`src/rtl/sls_pkg.sv`:
```
package sls_pkg;
    typedef enum logic [2:0] {
        ST_NEED_LOCK,
        ST_IDLE,
        ST_ENTER,
        ST_SLEEP,
        ST_LOCK
    } sls_state_e;

    localparam int CH_SLP = 0;
    localparam int CH_RST = 1;
    localparam int N_CH   = 2;
endpackage

```
`src/rtl/sls_sync.sv`:
```
module sls_sync #(
    parameter int W = 2
) (
    input  logic         clk_i,
    input  logic         rst_ni,
    input  logic [W-1:0] d_i,
    output logic [W-1:0] q_o
);
    for (genvar b = 0; b < W; b++) begin : g_bit
        logic s1_q, s2_q;
        always_ff @(posedge clk_i or negedge rst_ni) begin
            if (!rst_ni) begin
                s1_q <= 1'b0;
                s2_q <= 1'b0;
            end else begin
                s1_q <= d_i[b];
                s2_q <= s1_q;
            end
        end
        assign q_o[b] = s2_q;
    end
endmodule

```
`src/rtl/sls_pulse_meter.sv`:
```
module sls_pulse_meter #(
    parameter int MIN_CYC = 8
) (
    input  logic clk_i,
    input  logic rst_ni,
    input  logic lvl_i,
    output logic rise_o,
    output logic fall_ok_o,
    output logic fall_short_o,
    output logic held_ok_o
);
    localparam int CW = $clog2(MIN_CYC + 1);
    localparam logic [CW-1:0] LEN_MAX = CW'(MIN_CYC);

    logic [CW-1:0] len_q;
    logic          lvl_d_q;

    always_ff @(posedge clk_i or negedge rst_ni) begin
        if (!rst_ni) begin
            len_q   <= '0;
            lvl_d_q <= 1'b0;
        end else begin
            lvl_d_q <= lvl_i;
            if (!lvl_i)
                len_q <= '0;
            else if (len_q != LEN_MAX)
                len_q <= len_q + 1'b1;
        end
    end

    logic fall;
    assign fall         = !lvl_i && lvl_d_q;
    assign rise_o       = lvl_i && !lvl_d_q;
    assign fall_ok_o    = fall && (len_q == LEN_MAX);
    assign fall_short_o = fall && (len_q != LEN_MAX);
    assign held_ok_o    = lvl_i && (len_q == LEN_MAX);

    // the width count saturates and never runs past the minimum
    p_len_sat_r3: assert property (@(posedge clk_i) disable iff (!rst_ni)
        len_q <= LEN_MAX);
    // a level that stays high keeps counting up to the limit
    p_len_grow_r3: assert property (@(posedge clk_i) disable iff (!rst_ni)
        lvl_i && lvl_d_q && (len_q != LEN_MAX) |=> len_q != '0);
endmodule

```
`src/rtl/sls_lock_timer.sv`:
```
module sls_lock_timer #(
    parameter int CYCLES = 5000
) (
    input  logic clk_i,
    input  logic rst_ni,
    input  logic start_i,
    output logic busy_o,
    output logic done_o
);
    localparam int CW = $clog2(CYCLES);
    localparam logic [CW-1:0] LAST = CW'(CYCLES - 1);

    logic [CW-1:0] cnt_q;
    logic          run_q;

    always_ff @(posedge clk_i or negedge rst_ni) begin
        if (!rst_ni) begin
            cnt_q <= '0;
            run_q <= 1'b0;
        end else if (start_i) begin
            cnt_q <= '0;
            run_q <= 1'b1;
        end else if (run_q) begin
            if (cnt_q == LAST)
                run_q <= 1'b0;
            else
                cnt_q <= cnt_q + 1'b1;
        end
    end

    assign busy_o = run_q;
    assign done_o = run_q && (cnt_q == LAST) && !start_i;

    // a load always begins the hold from zero
    p_load_zero_r2: assert property (@(posedge clk_i) disable iff (!rst_ni)
        start_i |=> run_q && (cnt_q == '0));
    // the count never passes its terminal value
    p_cnt_bound_r2: assert property (@(posedge clk_i) disable iff (!rst_ni)
        cnt_q <= LAST);
endmodule

```
`src/rtl/sleep_lock_seq.sv`:
```
module sleep_lock_seq
    import sls_pkg::*;
#(
    parameter int MIN_PULSE   = 8,
    parameter int LOCK_CYCLES = 5000
) (
    input  logic clk_i,
    input  logic rst_ni,
    input  logic reset_pin_i,
    input  logic sleep_pin_i,
    input  logic host_acc_i,
    input  logic load_wr_i,
    input  logic start_i,
    output logic clk_en_o,
    output logic ready_o,
    output logic lock_busy_o,
    output logic start_ok_o,
    output logic err_o
);
    logic [N_CH-1:0] lvl_s, rise_v, fall_ok_v, fall_short_v, held_ok_v;

    sls_sync #(.W(N_CH)) i_sync (
        .clk_i (clk_i),
        .rst_ni(rst_ni),
        .d_i   ({reset_pin_i, sleep_pin_i}),
        .q_o   (lvl_s)
    );

    for (genvar c = 0; c < N_CH; c++) begin : g_meter
        sls_pulse_meter #(.MIN_CYC(MIN_PULSE)) i_meter (
            .clk_i       (clk_i),
            .rst_ni      (rst_ni),
            .lvl_i       (lvl_s[c]),
            .rise_o      (rise_v[c]),
            .fall_ok_o   (fall_ok_v[c]),
            .fall_short_o(fall_short_v[c]),
            .held_ok_o   (held_ok_v[c])
        );
    end

    logic slp_rise, slp_ok, slp_short, slp_held, rst_ok, rst_short;
    assign slp_rise  = rise_v[CH_SLP];
    assign slp_ok    = fall_ok_v[CH_SLP];
    assign slp_short = fall_short_v[CH_SLP];
    assign slp_held  = held_ok_v[CH_SLP];
    assign rst_ok    = fall_ok_v[CH_RST];
    assign rst_short = fall_short_v[CH_RST];

    sls_state_e state_q, state_d;
    logic lock_go, lock_done, lock_run;
    logic load_q, err_q, booted_q, grant_q;

    sls_lock_timer #(.CYCLES(LOCK_CYCLES)) i_timer (
        .clk_i  (clk_i),
        .rst_ni (rst_ni),
        .start_i(lock_go),
        .busy_o (lock_run),
        .done_o (lock_done)
    );

    always_comb begin
        state_d = state_q;
        lock_go = 1'b0;
        unique case (state_q)
            ST_NEED_LOCK, ST_IDLE: begin
                if (slp_rise) state_d = ST_ENTER;
            end
            ST_ENTER: begin
                if (slp_ok) begin
                    state_d = ST_LOCK;
                    lock_go = 1'b1;
                end else if (slp_short) begin
                    state_d = booted_q ? ST_IDLE : ST_NEED_LOCK;
                end else if (slp_held) begin
                    state_d = ST_SLEEP;
                end
            end
            ST_SLEEP: begin
                if (slp_ok) begin
                    state_d = ST_LOCK;
                    lock_go = 1'b1;
                end
            end
            ST_LOCK: begin
                if (lock_done) state_d = ST_IDLE;
            end
            default: state_d = ST_NEED_LOCK;
        endcase
        if (rst_ok) begin
            state_d = ST_NEED_LOCK;
            lock_go = 1'b0;
        end
    end

    always_ff @(posedge clk_i or negedge rst_ni) begin
        if (!rst_ni) state_q <= ST_NEED_LOCK;
        else         state_q <= state_d;
    end

    logic in_sleep, host_bad, err_set;
    assign in_sleep = (state_q == ST_ENTER) || (state_q == ST_SLEEP) || (state_q == ST_LOCK);
    assign host_bad = (host_acc_i || load_wr_i) && in_sleep;
    assign err_set  = host_bad || slp_short || rst_short ||
                      (slp_rise && (state_q == ST_LOCK));

    always_ff @(posedge clk_i or negedge rst_ni) begin
        if (!rst_ni) begin
            load_q   <= 1'b0;
            err_q    <= 1'b0;
            booted_q <= 1'b0;
            grant_q  <= 1'b0;
        end else begin
            grant_q <= start_i && (state_q == ST_IDLE) && load_q && !rst_ok;
            if (rst_ok)        err_q <= 1'b0;
            else if (err_set)  err_q <= 1'b1;
            if (rst_ok || lock_go)            load_q <= 1'b0;
            else if (load_wr_i && !in_sleep)  load_q <= 1'b1;
            if (rst_ok)                                   booted_q <= 1'b0;
            else if (lock_done && state_q == ST_LOCK)     booted_q <= 1'b1;
        end
    end

    always_comb begin
        clk_en_o    = !((state_q == ST_SLEEP) || (state_q == ST_LOCK));
        ready_o     = (state_q == ST_IDLE);
        lock_busy_o = (state_q == ST_LOCK);
        start_ok_o  = grant_q;
        err_o       = err_q;
    end

    // the error flag only drops on a valid reset release
    p_err_sticky_r5: assert property (@(posedge clk_i) disable iff (!rst_ni)
        err_o && !rst_ok |=> err_o);
    // leaving the lock hold, other than by reset, lands in IDLE
    p_lock_exit_r2: assert property (@(posedge clk_i) disable iff (!rst_ni)
        $fell(lock_busy_o) && !$past(rst_ok) |-> ready_o);
    // the hold runs with the timer active
    p_lock_timer_r2: assert property (@(posedge clk_i) disable iff (!rst_ni)
        lock_busy_o |-> lock_run);
    // a short pulse from ENTER starts no hold
    p_short_no_lock_r3: assert property (@(posedge clk_i) disable iff (!rst_ni)
        slp_short && (state_q == ST_ENTER) |=> !lock_busy_o);
    // a valid reset release clears the error and readiness
    p_rst_clears_r4: assert property (@(posedge clk_i) disable iff (!rst_ni)
        rst_ok |=> !err_o && !ready_o);
    // a grant follows a request made while ready
    p_grant_cause_r7: assert property (@(posedge clk_i) disable iff (!rst_ni)
        start_ok_o |-> $past(start_i) && $past(ready_o));
endmodule

```
`config.mk`:
```
export PLATFORM = sky130hd
export DESIGN_NAME = sleep_lock_seq
export DESIGN_NICKNAME = d
export VERILOG_FILES = /design/src/rtl/sls_pkg.sv /design/src/rtl/sls_sync.sv /design/src/rtl/sls_pulse_meter.sv /design/src/rtl/sls_lock_timer.sv /design/src/rtl/sleep_lock_seq.sv
export SDC_FILE = /design/constraint.sdc
export NUM_CORES = 1
export LEC_CHECK = 0
export BUFFER_PORTS_ARGS = -buffer_cell sky130_fd_sc_hd__buf_2
export CAP_MARGIN = 0
export CORE_ASPECT_RATIO = 0.75
export CORE_UTILIZATION = 30
export DETAILED_ROUTE_END_ITERATION = 6
export PLACE_DENSITY_LB_ADDON = 0.08
export SETUP_SLACK_MARGIN = 0.3
export SKIP_LAST_GASP = 1
export SLEW_MARGIN = 20
export SYNTH_ARGS = -nofsm -noshare
export SYNTH_HDL_FRONTEND = slang
export SYNTH_SLANG_ARGS = --single-unit
```
`constraint.sdc`:
```
create_clock -name clk_i -period 2 [get_ports clk_i]
set_input_delay 0.2 -clock clk_i [delete_from_list [all_inputs] [get_ports clk_i]]
set_output_delay 0.2 -clock clk_i [all_outputs]
set_load 0.02 [all_outputs]
```
-- Word-level counts from Yosys, hierarchy flattened
Cells that the tools add are included.
- latch bits: 0
- bits in read-only memories: 0
- bits of input ports: 7
- register bits: 35
- word-level logic and storage cells: 103
- memories kept: 0
- bits in writable memories: 0
- order comparisons: 0
- equality and inequality tests: 16
- div/mod/pow operators: 0
- multiply operators: 0
- multiplexer cells: 28
- $add $sub $neg: 3
- bitwise gates (word level): 0
- shift-type cells: 0
- reductions and logical operators: 41
- operators with widths (cell ; count):
    $mux W13 ; 3
    $mux W3 ; 7
    $logic_and A1 B1 Y1 ; 17
    $mux W4 ; 4
    $add A13 B1 Y13 const B ; 1
    $eq A13 B13 Y1 const B ; 1
    $mux W1 ; 13
    $pmux W3 S4 ; 1
    $add A4 B1 Y4 const B ; 2
    $eq A4 B4 Y1 const B ; 2
    $logic_or A1 B1 Y1 ; 8
    $ne A4 B4 Y1 const B ; 2
    $reduce_bool A2 Y1 ; 4
    $logic_not A1 Y1 ; 7
    $eq A3 B2 Y1 const B ; 2
    $ne A2 B1 Y1 const B ; 3
    $ne A5 B3 Y1 const B ; 1
    $reduce_and A4 Y1 ; 1
    $reduce_or A2 Y1 ; 2
    $eq A3 B1 Y1 const B ; 1
    $eq A3 B3 Y1 const B ; 1
    $logic_not A3 Y1 ; 1
    $ne A3 B1 Y1 const B ; 1
    $ne A3 B2 Y1 const B ; 1
    other kinds (2) ; 2

-- Logic depth before layout (Yosys ltp)
Gate-level depths: netlist (run 1).
- depth after elaboration: 11
- depth in mapped cells: 9
- mapped depth without buffers: 7

-- By module
Synthesis (run 1) repeated with hierarchy kept, for this count alone.
- cells, all modules: 178
- area total of the unflattened synthesis: 1790.5 µm²
- modules (own cells, without submodules) (module ; seq. area each (µm²) ; cells an instance ; instances ; area an instance (µm²)):
    sls_lock_timer ; 350.3 ; 75 ; 1 ; 715.7
    sls_pulse_meter ; 125.1 ; 26 ; 2 ; 265.3
    sleep_lock_seq ; 175.2 ; 45 ; 1 ; 429.2
    sls_sync ; 100.1 ; 6 ; 1 ; 115.1

-- Least setup slack after synthesis (run 1)
Ideal clock, no wire load.
- path type: reg2reg
- from: register g_meter[1].i_meter.len_q[0]
- to: register i_timer.cnt_q[0]
- library setup time: 0.121 ns
- path slack: 0.153 ns
- data arrival time: 1.725 ns
- buffers on the path: 2
- required time: 1.879 ns
- cell stages (with the launch flop): 10
- clock period less this slack: 1.847 ns
- cells stage by stage: dfrtp_1 -> inv_1 -> ha_1 -> nand2_1 -> nor2_1 -> and3_1 -> clkdlybuf4s15_2 -> nor3_2 -> buf_2 -> nor2_1
- longest elaborated chain between the ends: 5
- elaborated cells on any way between the ends: 7
- those cells by class: eq/ne: 2; mux: 2; reduce/logical: 3
- RTL lines (item ; RTL line ; text):
    start: declaration ; sls_pulse_meter.sv:15 ; logic [CW-1:0] len_q;
    start signal: assignment ; sls_pulse_meter.sv:27 ; len_q <= len_q + 1'b1;
    $eq A4 B4 Y1 (*) ; sls_pulse_meter.sv:34 ; assign fall_ok_o = fall && (len_q == LEN_MAX);
    $logic_and A1 B1 Y1 (*) ; sls_pulse_meter.sv:34 ;
    $mux W1 (*) ; sleep_lock_seq.sv:89 ; if (rst_ok) begin
    $ne A2 B1 Y1 (no line) or $reduce_bool A2 Y1 (tied branches) ; -- ;
    $reduce_and A2 Y1 (no line) ; -- ;
    end signal: assignment ; sls_lock_timer.sv:27 ; cnt_q <= cnt_q + 1'b1;
    end: declaration ; sls_lock_timer.sv:13 ; logic [CW-1:0] cnt_q;
Mark *: on every way between the ends. The rest lies on a longest branch, timed or not.
A chain may end at the register's enable or synchronous reset.

-- Final worst setup path (run 1)
- from: register i_timer.cnt_q[3]
- to: register state_q[2]
- longest elaborated chain between the ends: 5
- RTL lines (item ; RTL line ; text):
    $eq A13 B13 Y1 ; sls_lock_timer.sv:32 ; assign done_o = run_q && (cnt_q == LAST) && !start_i;
    $logic_and A1 B1 Y1 (2 in a row) ; sls_lock_timer.sv:32 ;
    $ne A3 B1 Y1 (no line) ; -- ;
    $reduce_and A4 Y1 (no line) ; -- ;
    end signal: assignment ; sleep_lock_seq.sv:97 ; else state_q <= state_d;
    end: declaration ; sleep_lock_seq.sv:49 ; sls_state_e state_q, state_d;
No other way between the ends.

==> results of run 1 <==
cell usage in the layout (no fill, tap or decap), types with 2 or more instances in the layout:
cell,synthesis,final
buf_4,0,11
nand4_1,3,3
xor2_1,9,9
ha_1,5,5
dfrtp_1,35,34
nand3_1,9,9
a21oi_1,6,6
and3b_1,2,2
buf_2,1,11
nor3_1,6,5
nor2_1,28,27
and3_1,3,2
nor3_4,1,2
a31oi_1,3,3
inv_1,9,9
mux2i_1,3,3
clkbuf_8,0,7
xnor2_1,7,7
nand2_1,10,10
flip-flops by register name, indices dropped and copies added (netlist names):
signal / cells
g_meter.i_meter.len_q: 8
g_meter.i_meter.lvl_d_q: 2
i_timer.cnt_q: 13
i_sync.g_bit.s1_q: 2
booted_q: 1
i_sync.g_bit.s2_q: 2
err_o: 1
state_q: 3
load_q: 1
i_timer.busy_o: 1
start_ok_o: 1
layout make-up:
type | instances | area share, %
Inverter | 10 | 1.83
Timing Repair Buffer | 22 | 6.72
Sequential cell | 35 | 42.8
Multi-Input combinational cell | 117 | 39.2
Tap cell | 75 | 4.58
Clock buffer | 8 | 4.89
per-layer routing:
layer  track usage, %  vias up  wire length, um
met5                0        -                0
li1                 -      613                -
met2             17.6       23             1360
met3             4.83        2              171
met1             18.8      576             1780
met4             3.02        0               17
worst paths after layout:
path                                            from                           to  slack [ns]  depth (start not counted)
worst max register to register      i_timer.cnt_q[3]                   state_q[2]        0.34                          5
worst min-delay path                          rst_ni  g_meter[0].i_meter.len_q[3]      -0.002                          1
max in group asynchronous                     rst_ni                   state_q[1]        1.46                          1
worst max-delay path                i_timer.cnt_q[3]                   state_q[2]        0.34                          5
worst min register to register  i_sync.g_bit[0].s1_q         i_sync.g_bit[0].s2_q        0.35                          0
min in group clk_i                       reset_pin_i         i_sync.g_bit[1].s1_q        0.03                          1
logic make-up (layout without fill, tap and decap cells):
family,after synthesis,after routing
AOI/OAI and AO/OA,18,18
xor gates and xnor gates,16,16
adders and majority gates,5,5
buffers and inverters,13,40
DFF,35,35
muxes,3,3
and+or+nand+nor,75,75
what timing repair did:
item,in CTS,in global routing
buffers inserted,4,3
resized for setup,4,6
cloned,0,0
setup endpoints to repair,18,9
pin swaps,2,2
power by group through the flow:
stage          Clock [uW]  Sequential [uW]  Combinational (uW)
2_1_floorplan           0              802                 117
3_5_place_dp            0              808                 181
5_1_grt               614              809                 214
3_3_place_gp            0              808                 180
6_report              562              803                 188
4_1_cts               583              799                 184
critical path, cell delays in order (launching register included):
cell	delay, ns
dfrtp_1	0.40
or4b_4	0.53
nor3_4	0.21
buf_4	0.16
nand2_1	0.05
a31o_1	0.21
through the flow:
step,instance area (um^2),setup WS (ns)
after floorplan,1700,0.305
final,2050,0.344
after CTS,2000,0.306
after global placement,1860,0.203
after global routing,2050,0.270
after detailed placement,1860,0.167
==> run metrics, run 1 <==
Combinational Power Share=roughly an eighth; fraction of synthesized area in multiplexers=1.77%; Syn Inst Count=approximately 170; Final Setup Violations=0; clock latency at the later pin of the worst-skew pair=0.28 ns; initial DRC count=50; switching part of the total power=between 20% and 30%; area fraction of the dominant cell type after synthesis=51.7%; Tot Pwr=between 1500 and 2000 uW; area growth from synthesis to layout=20.9%; post-DR wirelength/cell=12.4 um; TritonCTS Buffers=5; Tightest Pin Transition=slightly below 0.8 ns; I/O pins=12; footprint of the multi-input gates=802 um^2; post-synthesis xor/xnor area fraction=8.27%; fin. max-slew vios=0; post-synth top area cell=dfrtp_1; number of global-route vias before repair=1178; initial core utilization=31.5%; CP Max Fanout=5; # DRC=0; Startpoint Class=register; largest net degree at the start of global routing=36; Synth Area in Compound Gates=7.02%; initial antenna violation count=0; Clock Power Share=36.2%; worst min path class=input port to asynchronous set/reset pin; count leader, synth=dfrtp_1; Min Hold Slack=-0.00234 ns; CTS Hold Buffers Added=0; pwr dens=758 nW/um^2; Top FF cell, synth=dfrtp_1; first-pass GRT wire length=5.67 mm; H-tree lvl count=2; CP endpoint kind=register; #FFs+latches synth=35; Max Cap Viol=0; drt first pass iters=4; CTS tree=yes; row cnt=23; grt total ovfl=0; Crit path required time=between 2 and 2.5 ns; Switch Pwr=~410 uW; Clock transition at path regs=0.07 ns; Core Area=roughly 5400 um^2; achievable frequency=0.604 GHz; adder-cell share of the synthesized area=3.69%; placed insts=252; Mapped Nets=177; vias=1214; final net count=203; EDFF count, synth=0; worst rel slew slack=47.6%; Avg Cell Area, Syn=10.3 um^2; worst path arrival time=1.83 ns; Commonest cells post-synth=dfrtp_1 (35), nor2_1 (28), nand2_1 (10); buffers added on ports=11; Final Hold Viols=1; Async SR Flop Fraction=100%; RSZ-0062 raised after global routing=yes; Routed Antenna Nets=0; Placer Congestion=between 0.7 and 0.8; count of cell types in the netlist=between 40 and 50; fin cells=267; Synth Area in Simple Gates=24.1%; share of cells above drive strength 1=21.9%; CTS root buffer=clkbuf_8; sequential share of power=51.7%; WS Path Type=register to register; Int Pwr=around 1100 uW; n_diodes=0; CTS Sinks=35; Clock Tree Buf Depth=2; Die W=88.8 um; Die ar.=between 5000 and 6000 um^2; Seq/Total Area, Yosys=51.7%; worst vdd ir=474 uV; final wirelength=around 3.3 mm; Synth area leaders=dfrtp_1 (52%), nor2_1 (6.2%), xor2_1 (4.7%); leakage dissipation=0.000964 uW; largest family of logic cells by synthesized area=simple AND/OR/NAND/NOR gates; final core occ=38.1%; final worst path period need=1.66 ns; vias per cell=roughly 4.5; Mapped Area=1690 um^2; status=complete, but fails checks; final period utilization=82.8%; setup TNS=0 ns; final-layout fill cell count=545; die height=about 67 um; sequential cell area=877 um^2; Yosys warning count=0; clk_skew=0.00491 ns; gr usage total=between 10 and 15%; post-DP HPWL=around 2.2 mm; failing checks=hold timing
No activity file was read; power rests on OpenSTA's default activity.
==> run 2, diff against run 1 <==
--- a/config.mk
+++ b/config.mk
@@ -5,6 +5,7 @@
 export SDC_FILE = /design/constraint.sdc
 export NUM_CORES = 1
 export LEC_CHECK = 0
+export ABC_AREA = 1
 export BUFFER_PORTS_ARGS = -buffer_cell sky130_fd_sc_hd__buf_2
 export CAP_MARGIN = 0
 export CORE_ASPECT_RATIO = 0.75
==> constraint.sdc (replaced) <==
create_clock -name clk_i -period 1.4 [get_ports clk_i]
set_input_delay 0.14 -clock clk_i [delete_from_list [all_inputs] [get_ports clk_i]]
set_output_delay 0.14 -clock clk_i [all_outputs]
set_load 0.02 [all_outputs]
==> run 2 against run 1 <==
- the flow finishes with violations (setup timing)
- worst hold slack better by 0.10 ns
- count of clock-buffer cells in the layout is 3 lower
- synthesized cell count is 47% higher
- power is 100% higher
- largest power group unchanged
- cell area is 44% higher
==> run metrics, run 2 <==
fin. max-slew vios=0; Commonest cells post-synth=nand2_1 (46), nand3_1 (40), dfrtp_1 (35), inv_1 (30), nor2_1 (25); final-layout fill cell count=554; grt total ovfl=0; CP Cell Sequence=inv_2, ha_4, nand3_4, nor2_4, nand3_4, buf_6, nand4_1, nand2_1; achievable frequency=about 0.68 GHz; post-synth top area cell=dfrtp_1; leakage dissipation=between 0.001 and 0.0015 uW; # DRC=0; worst path arrival time=1.64 ns; gr usage total=between 10% and 20%; H-tree lvl count=2; CP peak stage delay=roughly 0.40 ns; Avg Cell Area, Syn=approximately 7.9 um^2; initial core utilization=32.0%; commonest non-fill, non-tap cell in the layout=buf_4; Tot Pwr=3120 uW; final net count=335; number of global-route vias before repair=1771; worst vdd ir=472 uV; Mapped Nets=255; worst min path class=input port to register; Combinational Power Share=34.4%; count of cell types in the netlist=24; status=complete, but fails checks; CTS Sinks=35; commonest non-fill, non-tap cells in the layout=buf_4 (51), nand2_1 (39), nand3_1 (35); footprint of the multi-input gates=1080 um^2; Clock Power Share=between 20% and 30%; die height=approximately 71 um; pre-CTS setup slack=-0.0718 ns; CP Max Fanout=10; Final Setup Violations=17; WS Path Type=register to register; vias=1831; Switch Pwr=just under 1000 uW; critical path's slowest cell=dfrtp_1; Startpoint Class=register; Int Pwr=2150 uW; DP Area=~2400 um^2; Finished Cell Area=~3000 um^2; share of cells above drive strength 1=41.5%; CTS tree=yes; failing checks=setup timing; Synth area leaders=dfrtp_1 (46%), nand3_1 (10%), nand2_1 (9.0%); initial DRC count=87; worst rel slew slack=71.8%; Tightest Pin Transition=between 0.4 and 0.5 ns; first-pass GRT wire length=8.55 mm; Final Hold Viols=0; area fraction of the dominant cell type after synthesis=45.8%; fin cells=401; Biggest register=i_timer.cnt_q; TritonCTS Buffers=5; #FFs+latches synth=35; setup TNS=-0.826 ns; vias per cell=between 4 and 5; sequential cell area=just under 900 um^2; final wirelength=5.05 mm; n_diodes=0; final period utilization=105%; Die ar.=6700 um^2; Mapped Area=1910 um^2; placed insts=364; buffers added on ports=11; final worst path period need=1.47 ns; initial antenna violation count=0; Syn Inst Count=roughly 240; RSZ-0062 raised after global routing=yes; cell family with most CP delay=simple AND/OR/NAND/NOR gates; row cnt=24; pwr dens=1060 nW/um^2; Crit path required time=roughly 1.6 ns; Clock Tree Buf Depth=2; sequential share of power=a little under two fifths; Top FF cell, synth=dfrtp_1; Routed Antenna Nets=0; CP endpoint kind=register; clock latency at the later pin of the worst-skew pair=0.28 ns; area growth from synthesis to layout=53.8%; I/O pins=12; switching part of the total power=31.1%; Clock transition at path regs=0.08 ns; Max Cap Viol=0; CTS root buffer=clkbuf_8; count leader, synth=nand2_1; post-DP HPWL=between 3 and 4 mm; max reg flops=13; Placer Congestion=about 0.82; Die W=94.2 um; Yosys warning count=0; EDFF count, synth=0; post-DR wirelength/cell=roughly 13 um; post-route worst setup slack=-0.0702 ns; worst path bufs/invs=2; drt first pass iters=4; clk_skew=0.0114 ns; largest net degree at the start of global routing=20; Regs by FF count=i_timer.cnt_q x13, g_meter.i_meter.len_q x8, state_q x3; Async SR Flop Fraction=100%; Core Area=5980 um^2; Seq/Total Area, Yosys=a little under half; CP dominant cell by count=nand3_4
[run 2: tightest hold or removal path, delay by kind of cell]
| kind | cells | cell delay, ns |
|---|---|---|
| buffers and inverters | 1 | 0.10 |
| and+or+nand+nor | 2 | 0.11 |
[run 2: path summary, 6_finish.rpt]
check	from	to	slack (ns)	cells past startpoint
setup / recovery	g_meter[0].i_meter.len_q[1]	i_timer.cnt_q[7]	-0.07	8
hold / removal	start_i	start_ok_o	0.1	3
setup reg to reg	g_meter[0].i_meter.len_q[1]	i_timer.cnt_q[7]	-0.07	8
hold reg to reg	i_sync.g_bit[0].s1_q	i_sync.g_bit[0].s2_q	0.35	0
max in group asynchronous	rst_ni	i_timer.cnt_q[11]	0.62	3
min in group asynchronous	rst_ni	g_meter[0].i_meter.len_q[3]	0.32	2
[run 2: power by group through the flow]
stage / Sequential, uW / Clock [uW] / Combinational (uW)
2_1_floorplan: 1160 / 0 / 378
3_3_place_gp: 1150 / 0 / 729
3_5_place_dp: 1150 / 0 / 719
4_1_cts: 1150 / 930 / 889
5_1_grt: 1160 / 984 / 1170
6_report: 1150 / 898 / 1070
[run 2: cell type report]
type	count	share of cell area, %
Multi-Input combinational cell	171	36.8
Sequential cell	35	29.8
Timing Repair Buffer	78	22.1
Inverter	32	4.34
Tap cell	78	3.32
Clock buffer	5	2.34
Clock inverter	2	1.28
[run 2: cell families (layout without fill, tap and decap cells)]
family                   Yosys count  in the layout  synth area share (%)
AO/OA/AOI/OAI                     22             22                  6.15
XOR/XNOR                           7              7                  3.20
adder cells (fa/ha/maj)            5              5                  3.27
buffers and inverters             37            117                  8.31
flip-flops                        35             35                  45.8
AND/OR/NAND/NOR                  137            137                  33.3
[run 2: repair_timing]
action | 4_1_cts | 5_1_grt
endpoints found under the setup margin | 30 | 30
hold buffers | 3 | 0
pin swaps | 11 | 8
endpoints found under the hold margin | 18 | 0
buffers inserted | 12 | 15
gates resized for setup | 44 | 24
[run 2: per-layer routing]
metal,wire (um),GRT usage (%)
met1,2690,25.5
met2,2190,22.9
met5,0,0
met4,19,3.08
met3,153,3.87
[run 2: per-stage QoR]
step	hold WS [ns]	util, %
detailed placement	0.106	40.0
floorplan	-0.156	-
global route	0.104	49.2
finish	0.0991	49.2
CTS	0.0874	46.1
global placement	0.104	40.0
